<file path="src/rtl/bpred_pkg.sv">
package bpred_pkg;

  typedef enum logic [1:0] {
    ST_NT = 2'b00,
    WK_NT = 2'b01,
    WK_T  = 2'b10,
    ST_T  = 2'b11
  } ctr_t;

  // next entry after a resolved outcome: weak states resolve to a strong one
  function automatic ctr_t ctr_next(input ctr_t cur, input logic taken);
    ctr_t nxt;
    unique case (cur)
      ST_NT:   nxt = taken ? WK_NT : ST_NT;
      WK_NT:   nxt = taken ? ST_T  : ST_NT;
      WK_T:    nxt = taken ? ST_T  : ST_NT;
      default: nxt = taken ? ST_T  : WK_T;
    endcase
    return nxt;
  endfunction

  function automatic logic ctr_predict(input ctr_t cur);
    return (cur == WK_T) || (cur == ST_T);
  endfunction

endpackage

</file>
<file path="src/rtl/bpred_index.sv">
module bpred_index #(
  parameter int ADDR_W  = 32,
  parameter int IDX_LSB = 2,
  parameter int IDX_W   = 6
) (
  input  logic [ADDR_W-1:0] addr,
  output logic [IDX_W-1:0]  idx
);
  assign idx = addr[IDX_LSB +: IDX_W];

  logic unused_addr_bits;
  assign unused_addr_bits = ^addr;
endmodule

</file>
<file path="src/rtl/bpred_table.sv">
module bpred_table
  import bpred_pkg::*;
#(
  parameter int DEPTH = 64,
  localparam int IDX_W = $clog2(DEPTH)
) (
  input  logic             clk,
  input  logic             rst,
  input  logic [IDX_W-1:0] rd_idx,
  output ctr_t             rd_data,
  input  logic [IDX_W-1:0] old_idx,
  output ctr_t             old_data,
  input  logic             wr_en,
  input  logic [IDX_W-1:0] wr_idx,
  input  ctr_t             wr_data
);
  ctr_t mem [DEPTH];

  always_ff @(posedge clk) begin
    if (rst) begin
      for (int i = 0; i < DEPTH; i++) mem[i] <= WK_NT;
    end else if (wr_en) begin
      mem[wr_idx] <= wr_data;
    end
  end

  assign rd_data  = mem[rd_idx];
  assign old_data = mem[old_idx];

  // a written entry holds the written value one edge later
  assert_write_lands_R8: assert property (@(posedge clk) disable iff (rst)
    wr_en |=> mem[$past(wr_idx)] == $past(wr_data));

  // with no write, the entry read at an index is unchanged
  assert_idle_keeps_R8: assert property (@(posedge clk) disable iff (rst)
    !wr_en |=> mem[$past(rd_idx)] == $past(rd_data));
endmodule

</file>
<file path="src/rtl/bpred_update.sv">
module bpred_update
  import bpred_pkg::*;
(
  input  ctr_t cur,
  input  logic taken,
  output ctr_t nxt
);
  assign nxt = ctr_next(cur, taken);
endmodule

</file>
<file path="src/rtl/bpred_2bit.sv">
module bpred_2bit
  import bpred_pkg::*;
#(
  parameter int ADDR_W  = 32,
  parameter int DEPTH   = 64,
  parameter int IDX_LSB = 2,
  localparam int IDX_W  = $clog2(DEPTH)
) (
  input  logic              clk,
  input  logic              rst,
  input  logic [ADDR_W-1:0] lk_addr,
  output logic              lk_taken,
  output logic [1:0]        lk_state,
  input  logic              upd_valid,
  input  logic [ADDR_W-1:0] upd_addr,
  input  logic              upd_taken
);
  logic [IDX_W-1:0] lk_idx, upd_idx;
  ctr_t lk_entry, upd_old, upd_new;

  bpred_index #(.ADDR_W(ADDR_W), .IDX_LSB(IDX_LSB), .IDX_W(IDX_W)) u_lk_idx (
    .addr(lk_addr), .idx(lk_idx));
  bpred_index #(.ADDR_W(ADDR_W), .IDX_LSB(IDX_LSB), .IDX_W(IDX_W)) u_upd_idx (
    .addr(upd_addr), .idx(upd_idx));

  bpred_table #(.DEPTH(DEPTH)) u_table (
    .clk(clk), .rst(rst),
    .rd_idx(lk_idx), .rd_data(lk_entry),
    .old_idx(upd_idx), .old_data(upd_old),
    .wr_en(upd_valid), .wr_idx(upd_idx), .wr_data(upd_new));

  bpred_update u_update (.cur(upd_old), .taken(upd_taken), .nxt(upd_new));

  assign lk_state = lk_entry;
  assign lk_taken = ctr_predict(lk_entry);

  // named events for the checks below
  logic upd_from_weak, upd_from_strong_hold;
  assign upd_from_weak        = upd_valid && (upd_old == WK_NT || upd_old == WK_T);
  assign upd_from_strong_hold = upd_valid &&
                                ((upd_old == ST_T && upd_taken) || (upd_old == ST_NT && !upd_taken));

  assert_weak_to_taken_R3: assert property (@(posedge clk) disable iff (rst)
    upd_from_weak && upd_taken |-> upd_new == ST_T);
  assert_weak_to_nottaken_R4: assert property (@(posedge clk) disable iff (rst)
    upd_from_weak && !upd_taken |-> upd_new == ST_NT);
  assert_strong_hold_R5: assert property (@(posedge clk) disable iff (rst)
    upd_from_strong_hold |-> upd_new == upd_old);
  assert_reset_value_R2: assert property (@(posedge clk) disable iff (rst)
    $past(rst) |-> lk_state == 2'b01);
  assert_same_slot_old_R9: assert property (@(posedge clk) disable iff (rst)
    upd_valid && (lk_idx == upd_idx) |-> lk_state == upd_old);
endmodule

</file>
<file path="config.mk">
export PLATFORM = sky130hd
export DESIGN_NAME = bpred_2bit
export DESIGN_NICKNAME = d
export VERILOG_FILES = /design/src/rtl/bpred_pkg.sv /design/src/rtl/bpred_index.sv /design/src/rtl/bpred_table.sv /design/src/rtl/bpred_update.sv /design/src/rtl/bpred_2bit.sv
export SDC_FILE = /design/constraint.sdc
export NUM_CORES = 1
export LEC_CHECK = 0
export ABC_CLOCK_PERIOD_IN_PS = 4400
export BUFFER_PORTS_ARGS = -buffer_cell sky130_fd_sc_hd__buf_2
export CAP_MARGIN = 0
export CORE_MARGIN = 10
export CORE_UTILIZATION = 40
export CTS_CLUSTER_DIAMETER = 60
export CTS_CLUSTER_SIZE = 24
export DETAILED_ROUTE_END_ITERATION = 16
export GPL_ROUTABILITY_DRIVEN = 1
export GPL_TIMING_DRIVEN = 1
export PLACE_DENSITY_LB_ADDON = 0.2
export SETUP_SLACK_MARGIN = 0.1
export SLEW_MARGIN = 20
export SYNTH_ARGS = -nofsm -noshare
export SYNTH_HDL_FRONTEND = slang
export SYNTH_SLANG_ARGS = --single-unit
export TNS_END_PERCENT = 1
</file>
<file path="constraint.sdc">
create_clock -name clk -period 4.4 [get_ports clk]
set_input_delay 0.66 -clock clk [delete_from_list [all_inputs] [get_ports clk]]
set_output_delay 0.66 -clock clk [all_outputs]
set_load 0.005 [all_outputs]
</file>
---- After elaboration in Yosys (flattened, before gate mapping) ----
Memories as Yosys holds them, arrays and structs flattened.
Index checks and enable logic that the tools add are counted.
word-level totals
  word-level logic and storage cells ...... 21
  bits in registers ....................... 0
  RAM bits ................................ 128
  memories ................................ 1
  input bits .............................. 68
  output and inout port bits .............. 3
operators by class
  muxes and demuxes ....................... 12
  equality and inequality tests ........... 4
  reductions and logical operators ........ 4
memory list
  name         depth  width  read ports  clocked after memory_dff  write ports  RTL line           RTL
  u_table.mem  64     2      2           0                         64           bpred_table.sv:17  ctr_t mem [DEPTH];
operators with widths
  kind                count
  $mux 1              8
  $eq 2x2->1 const B  3
  $mux 6              1
  $mux 2              2
  $pmux 2 s2          1
  $reduce_or 2->1     2
  $eq 2x1->1 const B  1
  $logic_not 2->1     1
  $logic_or 1x1->1    1

---- Longest topological paths before layout ----
  depth in word-level cells ............... 5
  mapped depth ............................ 14
  gate-level depth less buffers ........... 10

---- Cells and area by module ----
Synthesis repeated with hierarchy kept, for this count alone.
unflattened totals
  cells, all modules ...................... 612
  area, all modules ....................... 7,853.8 sq um
by module, submodules not included
  module        area an instance (sq um)  instances  seq. area each (sq um)  cells an instance
  bpred_table   7,718.7                   1          3,843.7                 593
  bpred_index   45.0                      2          0.0                     6
  bpred_update  41.3                      1          0.0                     6
  bpred_2bit    3.8                       1          0.0                     1

---- Worst setup path before layout ----
No wires, ideal clock.
  kind .................................... input-to-reg
  start point ............................. in upd_addr[3]
  end point ............................... mem u_table.mem[52][1] (netlist name), data pin
  buffers on the path ..................... 5
  setup slack ............................. 1,008 ps
  required time ........................... 4,130 ps
  setup time .............................. 270 ps
  arrival ................................. 3,122 ps
  cell stages on the path ................. 12
  cell sequence ........................... buf_2 > buf_4 > buf_4 > a221o_1 > a22oi_1 > o22ai_1 > nor4b_2 > ha_1 > a21oi_1 > clkbuf_1 > buf_1 > nor3_1
RTL lines
  what             RTL line           RTL
  start, declared  bpred_2bit.sv:15   input logic [ADDR_W-1:0] upd_addr,
  end, declared    bpred_table.sv:17

==> run summary <==
Post-Syn Nets -> 684
Post CTS Setup Buffer Count -> 0
Multi-input gate area -> 3420 um2
Synth Warn # -> 0
setup tns final -> 0 ns
status -> finished clean
Chip Width -> 158 um
Worst Setup SP -> upd_addr[2]
DR iter-0 viols -> 638
antenna violations before repair -> 0
worst hold slack -> 0.855 ns
Regs by FF count -> u_table.mem (128)
Hold Buf Count CTS -> 0
most common cell after layout, fill and taps aside -> edfxtp_1
Top reg by flops -> u_table.mem
leakage power -> 0.00274 uW
# resized after CTS -> 0
vias -> 5576
core area -> 18700 um2
Syn Inst Count -> 615
WHS Path Cells -> 3
Ports -> 71
Clock Sinks -> 128
RSZ-0062 raised after global routing -> no
vias in the first global route -> 5640
Pwr Density -> 372 nW/um2
Die H -> 158 um
Netlist Area Pre-Place -> 7590 um2
pre-CTS setup slack -> 0.310 ns
via-per-instance ratio -> 6.51
Final nets -> 679
Final Max Slew Viols -> 0
Worst Reg-to-Reg Cells -> 11
pin count of the biggest net entering global routing -> 66
HP Start -> upd_valid
Root Driver -> clkbuf_16
synth unique cells -> 53
Layout area overhead -> 10.5%
CTS tree -> yes
Initial Util -> 0.406
Longest Clk Path Bufs -> 2
full die area -> 24900 um2
WS Path Type -> input pin to register
min-delay worst type -> input pin to register
min cycle time layout -> 3.67 ns
asr flop ratio synth -> 0
Final GP Congestion -> 0.881
setup violators final -> 0
Port Buf Inserts -> 18
Post-synth EDFFs -> 128
Post-DRT Antenna Nets -> 0
DRC violations left -> 0
Syn Area/Cell -> 12.3 um2
most frequent cells in the layout -> 128 x edfxtp_1, 50 x nand2_1, 50 x mux4_2
H-tree levels -> 4
period utilization -> 0.834
post-route cell area -> 8390 um2
number of filler cells placed in the layout -> 1665
dpl hpwl -> 14900 um
Arr. time, crit path -> 3.92 ns
Diodes inserted -> 0
Detailed Route WL -> 22400 um
Core Rows -> 50
GRT Util Overall -> 0.187
peak supply drop -> 0.249 mV
Critical Path Source Type -> input pin
fmax -> 272 MHz
clock transition at the registers of the reported paths -> 0.05 ns
Seq/Total Area, Yosys -> 0.506
TritonCTS Buffers -> 17
placed cell area -> 7880 um2
Worst Slack Setup Final -> 0.730 ns
MaxCap Viol Count -> 0
first-pass GRT wire length -> 34700 um
Worst-Skew Late Latency -> 0.42 ns
Critical Path RT -> 4.65 ns
max reg flops -> 128
TritonRoute pass-1 iters -> 5
Worst Tran Pin Value -> 1.12 ns
nature of the critical path endpoint -> register
r2r startpoint -> u_table.mem[30][0]
Slew headroom -> 0.253
Routed WL per cell -> 26.2 um
layout cells sized above 1 -> 0.228
crit-path max FO -> 28
GRT overflow -> 0
clk_skew -> 0.0122 ns
#FFs+latches synth -> 128
FF/Latch Area -> 3840 um2
final hold viol count -> 0
Most used DFF post-synth -> edfxtp_1
per-stage QoR:
step / power [uW] / cells / utilization
after floorplan: 1750 / 615 / -
final: 3120 / 856 / 0.448
after global placement: 1910 / 825 / 0.421
after global routing: 3240 / 856 / 0.448
after detailed placement: 1920 / 825 / 0.421
after CTS: 3130 / 856 / 0.448
worst paths after layout:
check | endpoint | slack [ns]
max | u_table.mem[5][1] | 0.73
min | u_table.mem[23][0] | 0.85
max reg2reg | u_table.mem[5][1] | 1.36
min reg2reg | u_table.mem[20][1] | 1.64
layer usage:
| metal | share of wire | routed length, um | up-vias | GRT usage |
|---|---|---|---|---|
| li1 | - | - | 2398 | - |
| met2 | 0.47 | 10600 | 262 | 0.291 |
| met4 | 0.026 | 585 | 0 | 0.0748 |
| met3 | 0.080 | 1790 | 44 | 0.0412 |
| met5 | 0 | 0 | - | 0 |
| met1 | 0.42 | 9510 | 2872 | 0.250 |
synth_stat cells, types with 3 or more instances:
library cell  instances  share of area
edfxtp_1            128           0.51
or2_2                10         0.0082
clkbuf_1             38          0.019
mux4_2               50           0.15
buf_6                 4         0.0059
a311oi_1              3         0.0035
o22ai_1               7         0.0058
buf_2                17          0.011
o21ai_0               4         0.0026
mux2i_1              25          0.033
o21bai_1             49          0.048
a21o_1                8         0.0079
buf_4                 5         0.0049
nor2b_1               4         0.0033
nor4_1                4         0.0033
and3_1                7         0.0058
buf_1                 4         0.0020
a22o_1                4         0.0046
nor2_1               40          0.020
or3_1                25          0.021
nand2b_1             10         0.0082
nor3_1               44          0.029
a221oi_1              8         0.0092
nand3_1               9         0.0059
a22oi_1               4         0.0040
o221ai_1              5         0.0058
nand3b_1              6         0.0059
a21oi_1               8         0.0053
nand2_1              50          0.025
worst max-delay path, cell delays in order:
cell and delay (ns):
buf_2 0.59, buf_4 0.26, mux4_2 0.50, mux2i_1 0.20, o22ai_1 0.13, nor2_1 0.15
nor4b_2 0.22, ha_1 0.30, nor2_1 0.19, a21oi_4 0.09, buf_12 0.24, or2_1 0.26
nor2_1 0.11
final cells by class:
type / count / share of cell area
Sequential cell: 128 / 0.458
Multi-Input combinational cell: 415 / 0.408
Clock buffer: 19 / 0.0516
Timing Repair Buffer: 44 / 0.0370
Tap cell: 234 / 0.0349
Clock inverter: 12 / 0.00865
Inverter: 4 / 0.00179
cells by family after synthesis:
logic type / count (synthesis) / synth area share
AO/OA/AOI/OAI: 110 / 0.107
adder cells (fa/ha/maj): 1 / 0.00165
buffers and inverters: 72 / 0.0448
flip-flops: 128 / 0.506
multiplexers: 80 / 0.189
AND/OR/NAND/NOR: 224 / 0.151
report_power, final:
part | switching [uW] | internal (uW) | leakage [uW]
logic | 281 | 187 | 0.00120
registers | 33.6 | 1400 | 0.00130
clock network | 519 | 706 | 0.000242
Note: power is estimated with default switching activity, not from simulation.
